===== config.mk =====
export PLATFORM = sky130hd
export DESIGN_NAME = cluster_steer
export DESIGN_NICKNAME = d
export VERILOG_FILES = /design/src/rtl/steer_pkg.sv /design/src/rtl/steer_cost.sv /design/src/rtl/steer_imbal.sv /design/src/rtl/steer_pick.sv /design/src/rtl/cluster_steer.sv
export SDC_FILE = /design/constraint.sdc
export NUM_CORES = 1
export LEC_CHECK = 0
export BUFFER_PORTS_ARGS = -buffer_cell sky130_fd_sc_hd__buf_2
export CORE_MARGIN = 2
export CORE_UTILIZATION = 35
export CTS_CLUSTER_SIZE = 25
export DETAILED_ROUTE_END_ITERATION = 10
export GPL_ROUTABILITY_DRIVEN = 0
export GPL_TIMING_DRIVEN = 0
export SLEW_MARGIN = 20
export SYNTH_ARGS = -nofsm -noshare
export SYNTH_HDL_FRONTEND = slang
export SYNTH_HIERARCHICAL = 1
export SYNTH_SLANG_ARGS = --single-unit

===== constraint.sdc =====
create_clock -name clk -period 1.4 [get_ports clk]
set_input_delay 0.28 -clock clk [delete_from_list [all_inputs] [get_ports clk]]
set_output_delay 0.28 -clock clk [all_outputs]
set_load 0.01 [all_outputs]

===== src/rtl/steer_pkg.sv =====
package steer_pkg;

  // Hop count between two nodes of an n-node bidirectional ring.
  function automatic int ring_hops(input int a, input int b, input int n);
    int d;
    d = (a > b) ? a - b : b - a;
    return (n - d < d) ? n - d : d;
  endfunction

  // Spread of a set of load values compared against a threshold.
  function automatic logic spread_exceeds(input int hi, input int lo, input int thr);
    return (hi - lo) > thr;
  endfunction

endpackage


===== src/rtl/steer_cost.sv =====
module steer_cost
  import steer_pkg::*;
#(
  parameter int NCLU = 4,
  parameter int NSRC = 2,
  parameter int CSTW = 3,
  parameter int CPW  = 2
) (
  input  logic [NSRC-1:0]      used,
  input  logic [NSRC*NCLU-1:0] loc_eff,
  input  logic                 topo_mode,
  output logic [NCLU*CSTW-1:0] cost,
  output logic [NCLU*CPW-1:0]  copies
);

  for (genvar c = 0; c < NCLU; c++) begin : g_clu
    logic [CSTW-1:0] cst;
    logic [CPW-1:0]  cpy;

    always_comb begin
      int ncopy;
      int far;
      int near;
      ncopy = 0;
      far   = 0;
      near  = NCLU;
      for (int s = 0; s < NSRC; s++) begin
        if (used[s] && !loc_eff[s*NCLU+c]) begin
          ncopy++;
          near = NCLU;
          for (int h = 0; h < NCLU; h++) begin
            if (loc_eff[s*NCLU+h] && (ring_hops(h, c, NCLU) < near))
              near = ring_hops(h, c, NCLU);
          end
          if (near > far) far = near;
        end
      end
      cpy = CPW'(ncopy);
      cst = topo_mode ? CSTW'(far) : CSTW'(ncopy);
    end

    assign cost[c*CSTW +: CSTW] = cst;
    assign copies[c*CPW +: CPW] = cpy;
  end

endmodule


===== src/rtl/steer_imbal.sv =====
module steer_imbal
  import steer_pkg::*;
#(
  parameter int NCLU = 4,
  parameter int LDW  = 6,
  parameter int THW  = 6
) (
  input  logic [NCLU*LDW-1:0] loads,
  input  logic [THW-1:0]      thr,
  output logic [LDW-1:0]      spread,
  output logic                over
);

  logic [LDW-1:0] hi, lo;

  always_comb begin
    hi = loads[0 +: LDW];
    lo = loads[0 +: LDW];
    for (int c = 1; c < NCLU; c++) begin
      if (loads[c*LDW +: LDW] > hi) hi = loads[c*LDW +: LDW];
      if (loads[c*LDW +: LDW] < lo) lo = loads[c*LDW +: LDW];
    end
  end

  assign spread = hi - lo;
  assign over   = spread_exceeds(int'(hi), int'(lo), int'(thr));

endmodule


===== src/rtl/steer_pick.sv =====
module steer_pick #(
  parameter int NCLU = 4,
  parameter int LDW  = 6,
  parameter int CIDW = 2
) (
  input  logic [NCLU-1:0]     cand,
  input  logic [NCLU*LDW-1:0] loads,
  output logic [CIDW-1:0]     pick
);

  always_comb begin
    logic           found;
    logic [LDW-1:0] best;
    found = 1'b0;
    best  = '0;
    pick  = '0;
    // Ascending scan with strict less-than keeps the lowest index on ties.
    for (int c = 0; c < NCLU; c++) begin
      if (cand[c] && (!found || (loads[c*LDW +: LDW] < best))) begin
        found = 1'b1;
        best  = loads[c*LDW +: LDW];
        pick  = CIDW'(c);
      end
    end
  end

endmodule


===== src/rtl/cluster_steer.sv =====
module cluster_steer #(
  parameter int NCLU = 4,
  parameter int NSRC = 2,
  parameter int LDW  = 6,
  parameter int THW  = 6
) (
  input  logic                           clk,
  input  logic                           rst_n,
  input  logic                           in_valid,
  input  logic [NSRC-1:0]                src_used,
  input  logic [NSRC-1:0]                src_rdy,
  input  logic [NSRC*NCLU-1:0]           src_loc,
  input  logic [NSRC*$clog2(NCLU)-1:0]   src_prod,
  input  logic [NCLU*LDW-1:0]            loads,
  input  logic [THW-1:0]                 imb_thr,
  input  logic                           topo_mode,
  output logic                           out_valid,
  output logic [$clog2(NCLU)-1:0]        out_cluster,
  output logic [$clog2(NSRC+1)-1:0]      out_copies
);

  localparam int CIDW = $clog2(NCLU);
  localparam int CPW  = $clog2(NSRC + 1);
  localparam int CSTW = $clog2(NCLU + NSRC + 1);

  // Named internal events, visible to the bound checker.
  logic                 any_used;
  logic                 wait_any;
  logic [CIDW-1:0]      wait_clu;
  logic [NSRC*NCLU-1:0] loc_eff;
  logic [NCLU*CSTW-1:0] cost;
  logic [NCLU*CPW-1:0]  copies;
  logic [NCLU-1:0]      cost_mask;
  logic [NCLU-1:0]      cand_mask;
  logic [LDW-1:0]       spread;
  logic                 over_thr;
  logic [CIDW-1:0]      pick_idx;
  logic [CPW-1:0]       copy_sel;

  // Operand status: first waiting operand and effective holder masks.
  always_comb begin
    any_used = |src_used;
    wait_any = 1'b0;
    wait_clu = '0;
    for (int s = NSRC - 1; s >= 0; s--) begin
      if (src_used[s] && !src_rdy[s]) begin
        wait_any = 1'b1;
        wait_clu = src_prod[s*CIDW +: CIDW];
      end
    end
    for (int s = 0; s < NSRC; s++) begin
      if (src_rdy[s]) loc_eff[s*NCLU +: NCLU] = src_loc[s*NCLU +: NCLU];
      else            loc_eff[s*NCLU +: NCLU] = NCLU'(1) << src_prod[s*CIDW +: CIDW];
    end
  end

  steer_cost #(
    .NCLU(NCLU), .NSRC(NSRC), .CSTW(CSTW), .CPW(CPW)
  ) u_cost (
    .used      (src_used),
    .loc_eff   (loc_eff),
    .topo_mode (topo_mode),
    .cost      (cost),
    .copies    (copies)
  );

  steer_imbal #(
    .NCLU(NCLU), .LDW(LDW), .THW(THW)
  ) u_imbal (
    .loads  (loads),
    .thr    (imb_thr),
    .spread (spread),
    .over   (over_thr)
  );

  // Clusters sharing the minimum locality cost.
  always_comb begin
    logic [CSTW-1:0] min_cost;
    min_cost = '1;
    for (int c = 0; c < NCLU; c++)
      if (cost[c*CSTW +: CSTW] < min_cost) min_cost = cost[c*CSTW +: CSTW];
    for (int c = 0; c < NCLU; c++)
      cost_mask[c] = (cost[c*CSTW +: CSTW] == min_cost);
  end

  // Candidate set: override, then producer, then cost.
  always_comb begin
    if (over_thr || !any_used) cand_mask = '1;
    else if (wait_any)         cand_mask = NCLU'(1) << wait_clu;
    else                       cand_mask = cost_mask;
  end

  steer_pick #(
    .NCLU(NCLU), .LDW(LDW), .CIDW(CIDW)
  ) u_pick (
    .cand  (cand_mask),
    .loads (loads),
    .pick  (pick_idx)
  );

  assign copy_sel = copies[pick_idx*CPW +: CPW];

  always_ff @(posedge clk or negedge rst_n) begin
    if (!rst_n) begin
      out_valid   <= 1'b0;
      out_cluster <= '0;
      out_copies  <= '0;
    end else begin
      out_valid <= in_valid;
      if (in_valid) begin
        out_cluster <= pick_idx;
        out_copies  <= copy_sel;
      end
    end
  end

endmodule


==> results.yml, run 1 <==
yosys:
  synth.avg_cell_area_um2: 7.49
  yosysWarnings: 6
  synth_fp_nets: 723
  synth_area_um2: 4460
  synthCells: 595
power:
  power_density_nw_per_um2: 1490
  power.leakage_nw: 2.75
  irDropWorstVdd_mv: 0.640
  total_power_mw: 9.06
die:
  num_rows: 41
  start_util: 0.356
  io_pins: 55
  fp.dieH_um: 117
  dieArea_um2: 13600
  die_w_um: 117
  coreArea_um2: 12500
run_status:
  failed_checks: "negative setup slack"
  status: "finished, violations left"
global_routing:
  overflow: 0
  grt_max_degree: 11
  grt_pass1_wl_mm: 22.1
  grt_antenna_before_repair: 0
  first_global_vias: 4718
  grt_use_total: 0.198
worst_setup_path:
  crit_fanout: 6
  crit_family: "compound AO/OA/AOI/OAI gates"
  cpMostUsedCell: "ha_4"
  cp-startpoint: "loads[4]"
  crit_required_ps: 1510
  slowest_stage: "mux4_2"
  crit_arrival_ps: 11760
  crit_buf_inv: 5
  rr_startpoint: "out_cluster[1]"
  worstSetupPathType: "input port to flip-flop"
  max_stage_delay_ps: 580
  critPathCaptureType: "flip-flop"
  cp-start-kind: "input port"
sta:
  fmax_ghz: 0.0858
  fin_crit_sh: 8.33
  max_slew.worst_pin.slew_ps: 972
  finalHoldViolCount: 0
  finalClockSkew_ps: 0
  post-route-min-period_ps: 11660
  whs_ps: 274
  final.setup.worst_slack_ps: -10260
  relSlewSlack: 0.347
  drv_slew: 0
  setup_violations: 4
  rsz0062_at_grt: "true"
placement:
  place_ws_ps: -11410
  hpwl_mm: 11.2
  port_buffers: 52
  postPlaceCellArea_um2: 5240
  dpl.cell_count: 819
drt:
  drtPass1Iterations: 5
  ant_nets: 0
  routed_wl_mm: 14.5
  vias_per_cell: 5.72
  drc_errors: 0
  drt_iter0_markers: 346
  wl_per_cell_um: 16.7
  routed-via-count: 4957
clock_network:
  numCtsBuffers: 3
  clock_sinks: 5
  h-tree-depth: 1
  clk_pin_slew_ps: 30
  cts_root_buf: "clkbuf_16"
  cts_max_path_buffers: 2
  cts_tree: "done"
  clk_latency_ps: 220
final_layout:
  multiInputGateArea_um2: 4620
  n_fill_cell: 1261
  instances_no_fill: 867
  design_area_um2: 6080
  drive_gt1_frac: 0.331
  n_antenna_cell: 0
  area_growth_pct: 36.5
  final_nets: 824
  ff_latch_area_um2: 125
flow_run:
  drv_cap: 0
worst_hold_path:
  hp-class: "input port to flip-flop"
  min-delay-start: "in_valid"
==> routing by layer <==
metal | GRT usage | vias to the layer above | wire, µm
met5 | 0 | - | 0
met4 | 0.0361 | 0 | 193
met3 | 0.0149 | 19 | 770
met2 | 0.348 | 164 | 6890
met1 | 0.267 | 2345 | 6620
li1 | - | 2429 | -
==> path summary, 6_finish.rpt <==
kind	to	slack (ps)	cells past startpoint
max reg2reg	out_cluster[1]	630	1
min in group asynchronous	out_copies[1]	400	2
min	out_valid	270	1
min reg2reg	out_cluster[0]	500	1
max	out_copies[1]	-10260	58
max in group asynchronous	out_cluster[0]	860	2
==> final cells by class <==
cell class / count / share of cell area
plain buffers: 11 / 0.00926
clock buffers: 4 / 0.0130
repair buffers: 99 / 0.121
well taps: 172 / 0.0354
inverters: 57 / 0.0405
flip-flops and latches: 5 / 0.0206
multi-input cells: 519 / 0.760
==> power breakdown <==
part	switching (mW)	internal, mW	total, mW
clock	0.0878	0.377	0.465
combinational	4.09	4.27	8.36
sequential	0.0289	0.203	0.232
==> registers in the layout, summed over array words and instances, names as in the netlist <==
name / flops
out_cluster: 2
out_copies: 2
out_valid: 1
==> layout by cell type (no fill, tap or decap), types with 7 or more instances in the layout <==
cell / n
inv_1: 50
o21ai_0: 28
buf_2: 43
nor2_1: 48
a221oi_1: 7
nor2b_1: 22
o21a_1: 13
ha_4: 19
a21o_1: 10
a21oi_1: 24
xor2_1: 8
o21ai_2: 7
ha_1: 57
nand3_1: 17
nand2_1: 41
buf_4: 45
mux2_4: 17
o211ai_1: 12
mux2i_1: 8
nand2b_1: 14
or2_2: 7
==> metrics by stage <==
step | setup TNS (ps) | util
2_1_floorplan | -38480 | -
3_3_place_gp | -43640 | 0.419
3_5_place_dp | -44380 | 0.419
4_1_cts | -40270 | 0.463
5_1_grt | -41320 | 0.486
6_report | -39920 | 0.486
==> repair_timing <==
item                                    4_1_cts  5_1_grt
hold buffers                                  1        0
hold endpoints to repair                      5        0
pin swaps                                    30       27
resized for setup                            56       41
endpoints found under the setup margin        4        4
setup buffers                                34       12
(Power assumes the default switching activity.)
==> run 2, diff against run 1 <==
- CORE_UTILIZATION: 35 -> 30
==> run 2 against run 1 <==
  * The flow still finishes with violations (negative setup slack)
  * Combinational power shrank 5.1%
  * Clock skew is the same
  * Clock-buffer cell count is the same
  * Critical endpoint is now out_copies[0]
  * Sequential share of layout area is essentially flat
  * Final area shrank 2.1%
  * Sequential cell count is the same
  * Global-route usage shrank 3.6 points
==> results.yml, run 2 (synthesis gave the netlist of run 1 again) <==
global_routing:
  overflow: 0
  grt_use_total: 0.162
  grt_pass1_wl_mm: 21.9
  first_global_vias: 4439
  grt_antenna_before_repair: 0
  grt_max_degree: 11
die:
  io_pins: 55
  coreArea_um2: 14500
  dieArea_um2: 15800
  start_util: 0.307
  fp.dieH_um: 126
  die_w_um: 126
  num_rows: 44
power:
  pwr-share-comb: 0.920
  swShare: 0.464
  power_density_nw_per_um2: 1450
  internal_power_mw: 4.62
  p_clk_frac: 0.053
  irDropWorstVdd_mv: 0.605
  power.leakage_nw: 2.66
  seqPwrFrac: 0.027
  p_sw_mw: 4.00
final_layout:
  design_area_um2: 5950
  n_antenna_cell: 0
  final_cell_mix: "ha_1 (58), inv_1 (49), nor2_1 (49), buf_2 (43), nand2_1 (41)"
  final_nets: 816
  drive_gt1_frac: 0.317
  area_growth_pct: 33.6
  reg.largest.list: "out_cluster x2, out_copies x2, out_valid x1"
  final_util: 0.410
  final_common_cell: "ha_1"
  n_fill_cell: 1498
run_status:
  failed_checks: "negative setup slack"
  status: "finished, violations left"
drt:
  ant_nets: 0
  drt_iter0_markers: 369
  drc_errors: 0
  wl_per_cell_um: 15.1
  vias_per_cell: 5.45
  routed-via-count: 4749
  routed_wl_mm: 13.2
  drtPass1Iterations: 5
clock_network:
  h-tree-depth: 1
  clk_pin_slew_ps: 30
  cts_max_path_buffers: 2
  cts_tree: "done"
  clock_sinks: 5
  numCtsBuffers: 3
  clk_latency_ps: 220
  cts_root_buf: "clkbuf_16"
worst_setup_path:
  cp-start-kind: "input port"
  critPathCaptureType: "flip-flop"
  slowest_stage: "mux4_2"
  worstSetupPathType: "input port to flip-flop"
  crit_fanout: 6
  crit_family: "compound AO/OA/AOI/OAI gates"
  max_stage_delay_ps: 560
  crit_arrival_ps: 11780
  crit_buf_inv: 6
  cpMostUsedCell: "ha_4"
  crit_required_ps: 1500
sta:
  post-route-min-period_ps: 11680
  fin_crit_sh: 8.34
  finalHoldViolCount: 0
  fmax_ghz: 0.0856
  drv_slew: 0
  finalClockSkew_ps: 0
  max_slew.worst_pin.slew_ps: 897
  setup_violations: 4
  rsz0062_at_grt: "true"
  relSlewSlack: 0.397
  whs_ps: 261
  final.setup.worst_slack_ps: -10280
flow_run:
  drv_cap: 0
placement:
  postPlaceCellArea_um2: 5260
  hpwl_mm: 10.7
  port_buffers: 52
worst_hold_path:
  hp-class: "input port to flip-flop"
[run 2: cell count changes in the layout (fill, tap and decap cells not counted), sizes merged]
cell | before | now
buf | 102 | 94
[run 2: final timing paths]
check | startpoint | endpoint | slack [ps] | cells after the start
max | loads[3] | out_copies[0] | -10280 | 58
min | in_valid | out_valid | 260 | 1
max reg2reg | out_copies[1] | out_copies[1] | 630 | 1
min reg2reg | out_cluster[1] | out_cluster[1] | 500 | 1
max in group asynchronous | rst_n | out_copies[1] | 860 | 2
min in group asynchronous | rst_n | out_copies[0] | 400 | 2
[run 2: power groups by stage]
stage	registers (mW)	clock network, mW	logic [mW]
floorplan	0.252	0	5.23
global placement	0.227	0	6.55
detailed placement	0.230	0	6.59
CTS	0.229	0.469	7.48
global route	0.236	0.480	8.81
finish	0.229	0.460	7.93
[run 2: repair_timing]
| item | in CTS | in global routing |
|---|---|---|
| hold endpoints to repair | 5 | 0 |
| resized for setup | 52 | 28 |
| hold buffers | 1 | 0 |
| setup buffers | 29 | 9 |
| pin swaps | 27 | 48 |
| setup endpoints to repair | 4 | 4 |
[run 2: cell type report]
class / count / area [µm²] / area share
well taps: 184 / 230 / 0.0387
multi-input cells: 519 / 4560 / 0.766
plain buffers: 11 / 56.3 / 0.00946
flip-flops and latches: 5 / 125 / 0.0210
clock buffers: 4 / 78.8 / 0.0132
inverters: 57 / 241 / 0.0406
repair buffers: 91 / 661 / 0.111
[run 2: metrics by stage]
stage / instances / setup TNS, ps / worst slack (ps) / power, mW
floorplan: 595 / -38480 / -9890 / 5.48
detailed placement: 831 / -45220 / -11600 / 6.82
CTS: 863 / -40110 / -10330 / 8.18
finish: 871 / -40030 / -10280 / 8.62
global route: 871 / -42400 / -10880 / 9.52
global placement: 831 / -45070 / -11570 / 6.78
[run 2: routing by layer]
metal,share of wire,track usage,wire length (µm),vias to the layer above
li1,-,-,-,2416
met1,0.52,0.248,6830,2224
met2,0.44,0.262,5840,105
met3,0.037,0.00765,491,4
met4,0.0028,0.00905,37,0
met5,0,0,0,-
